## src/rtl/mdio_cmd_ctrl.sv

```systemverilog
`timescale 1ns/1ps
module mdio_cmd_ctrl #(
  parameter int CLK_HALF = 40,
  parameter int PRE_LEN  = 32
) (
  input  logic        clk,
  input  logic        rst_n,
  input  logic        cmd_we,
  input  logic [15:0] cmd_data,
  input  logic [4:0]  cmd_phy,
  input  logic [4:0]  cmd_reg,
  input  logic        cmd_wr,
  input  logic        cmd_rd,
  input  logic        cmd_nopre,
  output logic        busy,
  output logic [15:0] data_out,
  output logic        rd_err,
  input  logic        en_done,
  input  logic        en_err,
  input  logic        clr_done,
  input  logic        clr_err,
  output logic        done_flag,
  output logic        err_flag,
  output logic        irq,
  input  logic        poll_req,
  input  logic [4:0]  poll_phy,
  input  logic [4:0]  poll_reg,
  output logic        poll_ack,
  output logic        poll_done,
  output logic [15:0] poll_data,
  output logic        poll_err,
  output logic        mdc,
  output logic        mdio_o,
  output logic        mdio_oe,
  input  logic        mdio_i
);
  localparam int FULL = PRE_LEN + 32;
  localparam int IW   = $clog2(FULL);
  localparam int DW   = $clog2(CLK_HALF) + 1;

  logic          act, own_poll, f_rd, f_nopre, mdc_q, ta_err;
  logic [4:0]    f_phy, f_reg;
  logic [IW-1:0] idx;
  logic [DW-1:0] div;
  logic [15:0]   sh, dat_q;
  logic          h_pend, h_rd, h_nopre;
  logic [4:0]    h_phy, h_reg;

  logic acc, start_p, start_h, tick, rise, fall, last, fin, h_fin, in_pre;
  logic [4:0]  b;
  logic [31:0] body;

  assign busy    = h_pend | (act & ~own_poll);
  assign acc     = cmd_we & ~busy & (cmd_wr | cmd_rd);
  assign start_p = ~act & poll_req;
  assign start_h = ~act & ~poll_req & h_pend;
  assign poll_ack = start_p;

  assign tick  = act & (div == DW'(CLK_HALF - 1));
  assign rise  = tick & ~mdc_q;
  assign fall  = tick & mdc_q;
  assign last  = idx == (f_nopre ? IW'(31) : IW'(FULL - 1));
  assign fin   = fall & last;
  assign h_fin = fin & ~own_poll;

  assign in_pre = ~f_nopre & (idx < IW'(PRE_LEN));
  assign b      = 5'(idx - (f_nopre ? IW'(0) : IW'(PRE_LEN)));
  assign body   = {2'b01, f_rd ? 2'b10 : 2'b01, f_phy, f_reg, 2'b10, dat_q};

  assign mdc     = mdc_q;
  assign mdio_o  = ~act | in_pre | body[5'd31 - b];
  assign mdio_oe = act & ~(f_rd & ~in_pre & (b >= 5'd14));

  assign data_out  = dat_q;
  assign poll_data = sh;
  assign poll_err  = ta_err;
  assign irq = (done_flag & en_done) | (err_flag & en_err);

  always_ff @(posedge clk or negedge rst_n) begin
    if (!rst_n) begin
      act <= 1'b0; own_poll <= 1'b0; f_rd <= 1'b0; f_nopre <= 1'b0;
      f_phy <= '0; f_reg <= '0; idx <= '0; div <= '0; mdc_q <= 1'b0;
      ta_err <= 1'b0; sh <= '0;
    end else if (start_p | start_h) begin
      act      <= 1'b1;
      own_poll <= start_p;
      f_rd     <= start_p | h_rd;
      f_nopre  <= start_h & h_nopre;
      f_phy    <= start_p ? poll_phy : h_phy;
      f_reg    <= start_p ? poll_reg : h_reg;
      idx      <= '0;
      div      <= '0;
      mdc_q    <= 1'b0;
      ta_err   <= 1'b0;
    end else if (act) begin
      div <= tick ? '0 : div + 1'b1;
      if (tick) mdc_q <= ~mdc_q;
      if (fall) begin
        if (last) act <= 1'b0;
        else      idx <= idx + 1'b1;
      end
      if (rise & f_rd & ~in_pre & (b == 5'd15)) ta_err <= mdio_i;
      if (rise & f_rd & ~in_pre & (b >= 5'd16)) sh <= {sh[14:0], mdio_i};
    end
  end

  always_ff @(posedge clk or negedge rst_n) begin
    if (!rst_n) begin
      h_pend <= 1'b0; h_rd <= 1'b0; h_nopre <= 1'b0;
      h_phy <= '0; h_reg <= '0; dat_q <= '0; rd_err <= 1'b0;
    end else begin
      if (acc) begin
        h_pend  <= 1'b1;
        h_rd    <= cmd_rd & ~cmd_wr;
        h_nopre <= cmd_nopre;
        h_phy   <= cmd_phy;
        h_reg   <= cmd_reg;
        dat_q   <= cmd_data;
        rd_err  <= 1'b0;
      end else if (start_h) begin
        h_pend <= 1'b0;
      end
      if (h_fin & f_rd) begin
        dat_q  <= sh;
        rd_err <= ta_err;
      end
    end
  end

  always_ff @(posedge clk or negedge rst_n) begin
    if (!rst_n) begin
      done_flag <= 1'b0; err_flag <= 1'b0; poll_done <= 1'b0;
    end else begin
      poll_done <= fin & own_poll;
      if (h_fin)         done_flag <= 1'b1;
      else if (clr_done) done_flag <= 1'b0;
      if (h_fin & f_rd & ta_err) err_flag <= 1'b1;
      else if (clr_err)          err_flag <= 1'b0;
    end
  end
endmodule


```

## config.mk

```make
export PLATFORM = sky130hd
export DESIGN_NAME = mdio_cmd_ctrl
export DESIGN_NICKNAME = d
export VERILOG_FILES = /design/src/rtl/mdio_cmd_ctrl.sv
export SDC_FILE = /design/constraint.sdc
export NUM_CORES = 1
export LEC_CHECK = 0
export BUFFER_PORTS_ARGS = -buffer_cell sky130_fd_sc_hd__buf_4
export CAP_MARGIN = 20
export CORE_UTILIZATION = 40
export CTS_CLUSTER_SIZE = 20
export DETAILED_ROUTE_END_ITERATION = 7
export REMOVE_ABC_BUFFERS = 1
export SLEW_MARGIN = 20
export SYNTH_ARGS = -nofsm -noshare
export SYNTH_HDL_FRONTEND = slang
export SYNTH_SLANG_ARGS = --single-unit
```

## constraint.sdc

```tcl
create_clock -name clk -period 2.8 [get_ports clk]
set_clock_uncertainty 0.05 [all_clocks]
set_input_delay 0 -clock clk [delete_from_list [all_inputs] [get_ports clk]]
set_output_delay 0 -clock clk [all_outputs]
set_load 0.05 [all_outputs]
```

==> impl_metrics.csv <==
group,metric,value,unit
status,outcome,"complete, no violations",
synthesis,ys_ff_latch,78,
power_and_ir_drop,clkPwrFrac,0.234,
synthesis,synth_area_per_cell,11.54,um^2
floorplan,die-area,9973,um^2
worst_setup_path,arrival,2.48,ns
route,ant_nets,0,
worst_setup_path,path_class,"reg -> out",
route,totalWireLength,8517,um
route,via_per_inst,4.942,
worst_setup_path,crit_fanout,9,
grt,overflow,0,
floorplan,io_pins,91,
route,drcViolationCount,0,
placement,io_buffers,90,
clock_network,cts_inserted_buffers,9,
worst_setup_path,endpoint_kind,"primary output",
placement,post-place-ws,0.4732,ns
clock_network,cts-root-buf,"clkbuf_8",
grt,grt_use_total,0.1855,
power_and_ir_drop,p_leak,2.505,nW
floorplan,die_y,99.87,um
clock_network,post_cts_buffers,0,
placement,place.gp.congestion,0.7617,
route,drtIter0Drc,112,
clock_network,clockBufferDepth,2,
floorplan,coreArea,9240,um^2
power_and_ir_drop,switching_share,0.3539,
power_and_ir_drop,power_density,644.0,nW/um^2
grt,met3_usage,0.04318,
route,wire_per_inst,14.58,um
timing,tns,0,ns
placement,dp_hpwl,5782,um
worst_setup_path,cp.required,2.75,ns
layout,drive_gt1_frac,0.3297,
grt,use_met2,0.3024,
power_and_ir_drop,comb_power_share,0.290,
synthesis,mappedNetlistArea,3831,um^2
grt,use_met1,0.2473,
timing,tightest_slew,0.7378,ns
floorplan,die_w,99.87,um
worst_setup_path,critPathLaunchType,"flip-flop",
clock_network,path_clk_slew,0.08,ns
clock_network,cts_max_level,3,
timing,period_share,0.9024,
layout,diodes,0,
worst_hold_path,hold_class,"in -> async",
power_and_ir_drop,p_sw,0.001168,W
timing,setup_ws,0.2734,ns
grt,grt_pass1_vias,3037,
clock_network,clkLatencyLatePin,0.34,ns
power_and_ir_drop,ir_drop,0.3239,mV
layout,nets,502,
layout,final_cells,584,
clock_network,cts_tree,"done",
floorplan,rows,35,
synthesis,ys.flop_type,"dfrtp_1",
route,dr.pass1.iters,4,
timing,rsz0062_at_grt,"no",
grt,grt_max_degree,79,
timing,fmax,0.3958,GHz
timing,hold_viol_final,0,
timing,layout_min_cycle_time,2.527,ns
synthesis,ys_async_sr_fraction,1.000,
power_and_ir_drop,internal_power,0.002133,W
placement,placed_cells,523,
synthesis,syn_inst,332,
clock_network,clkSinkCount,78,
power_and_ir_drop,pwr-share-seq,0.476,
grt,grt_antenna_before_repair,0,
flow_run,maxCapViolations,0,
grt,top_usage_layer,"met2",
synthesis,ys_types,44,
layout,num-fill-cells,822,
floorplan,start_util,0.4146,
synthesis,yosysWarnings,0,
grt,grt_pass1_wl,14610,um
worst_setup_path,r2r_cells,7,
layout,area_delta_synth_final,33.80,%
timing,slew_headroom,0.5049,
power_and_ir_drop,finalPower,0.003301,W
synthesis,synth-edff-count,0,
timing,setup_viol_count_final,0,
timing,final_max_slew_viol_count,0,
synthesis,synth-seq-area-share,0.5095,
route,dr_total_vias,2886,
-- layout by cell type (no fill, tap or decap), types with 6 or more instances in the layout --
cell,count
nor2_1,18
nand2_1,29
clkbuf_8,10
mux2_2,27
buf_4,95
dlygate4sd3_1,44
inv_1,12
dfrtp_1,77
nand3_1,8
and3_1,6
mux2i_1,15
o21ai_0,20
a22o_1,18
a21o_1,18
-- per-layer routing --
| metal | part of all wire | wire length, um |
|---|---|---|
| met5 | 0 | 0 |
| met2 | 0.48 | 4048 |
| met4 | 0.012 | 106 |
| met3 | 0.043 | 362 |
| met1 | 0.47 | 3999 |
-- kinds of logic (layout without fill, tap and decap cells) --
family                     count (synthesis)  count (layout)  synth area share
AOI/OAI and AO/OA                         76              76            0.1417
buffers and inverters                     45             168           0.07250
xor gates and xnor gates                   8               8           0.01829
adders and majority gates                  4               4           0.01306
muxes                                     47              47            0.1479
and+or+nand+nor                           74              74           0.09700
DFF                                       78              78            0.5095
-- critical path, cell delays in order, from the launching register on --
cell and delay (ns):
dfrtp_1 0.56, inv_1 0.17, or3_1 0.37, o221ai_1 0.09
a211oi_1 0.10, o311ai_0 0.55, buf_4 0.30
-- synthesized netlist by cell type, drive strengths merged, types with 2 or more instances --
cell,count,area share
a211oi,4,0.0078
or3,2,0.0033
clkbuf,4,0.0039
o21ai,21,0.027
dfrtp,78,0.51
ha,4,0.013
a31oi,2,0.0033
nor2,19,0.021
mux2,27,0.079
xor2,4,0.0091
a21o,18,0.035
mux2i,15,0.039
nand2,29,0.028
nand3,9,0.015
mux4,5,0.029
a21oi,3,0.0039
nand2b,2,0.0033
xnor2,4,0.0091
and3,6,0.0098
buf,29,0.057
a22o,18,0.041
inv,12,0.012
-- through the flow --
step	cell area, um^2	util	hold slack (ns)
final	5126	0.5548	0.08185
after global placement	4473	0.4841	0.1291
after detailed placement	4473	0.4841	0.1373
after global routing	5126	0.5548	0.1062
after floorplan	3598	-	-0.3456
after CTS	5097	0.5517	0.3183
-- layout make-up --
cell class / instances / area (um^2) / area share
clock buffer: 10 / 137.6 / 0.02685
timing repair buffer: 140 / 1181 / 0.2304
tap: 129 / 161.4 / 0.03149
inverter: 12 / 45.04 / 0.008787
clock inverter: 6 / 46.29 / 0.009031
sequential: 78 / 1953 / 0.3810
multi-input combinational: 209 / 1602 / 0.3124
-- power by group through the flow --
stage	Sequential, W	Combinational [W]	Clock [W]
after detailed placement	0.00159	0.000903	0
after global routing	0.00161	0.00103	0.000847
final	0.00157	0.000957	0.000772
after CTS	0.00157	0.000963	0.000801
after floorplan	0.00177	0.000390	0
after global placement	0.00159	0.000891	0
-- worst paths after layout --
check | from | end | slack [ns]
hold / removal | rst_n | h_reg[4] | 0.08
hold reg to reg | f_phy[0] | f_phy[0] | 0.44
setup / recovery | idx[4] | mdio_o | 0.27
max in group asynchronous | rst_n | idx[1] | 2.03
setup reg to reg | idx[0] | data_out[13] | 0.52
min in group clk | en_err | irq | 0.33
-- timing repair --
item	4_1_cts	5_1_grt
resized for setup	0	1
setup endpoints to repair	0	1
hold buffers	44	0
endpoints found under the hold margin	123	0
Power figures use the tool's default switching activity.
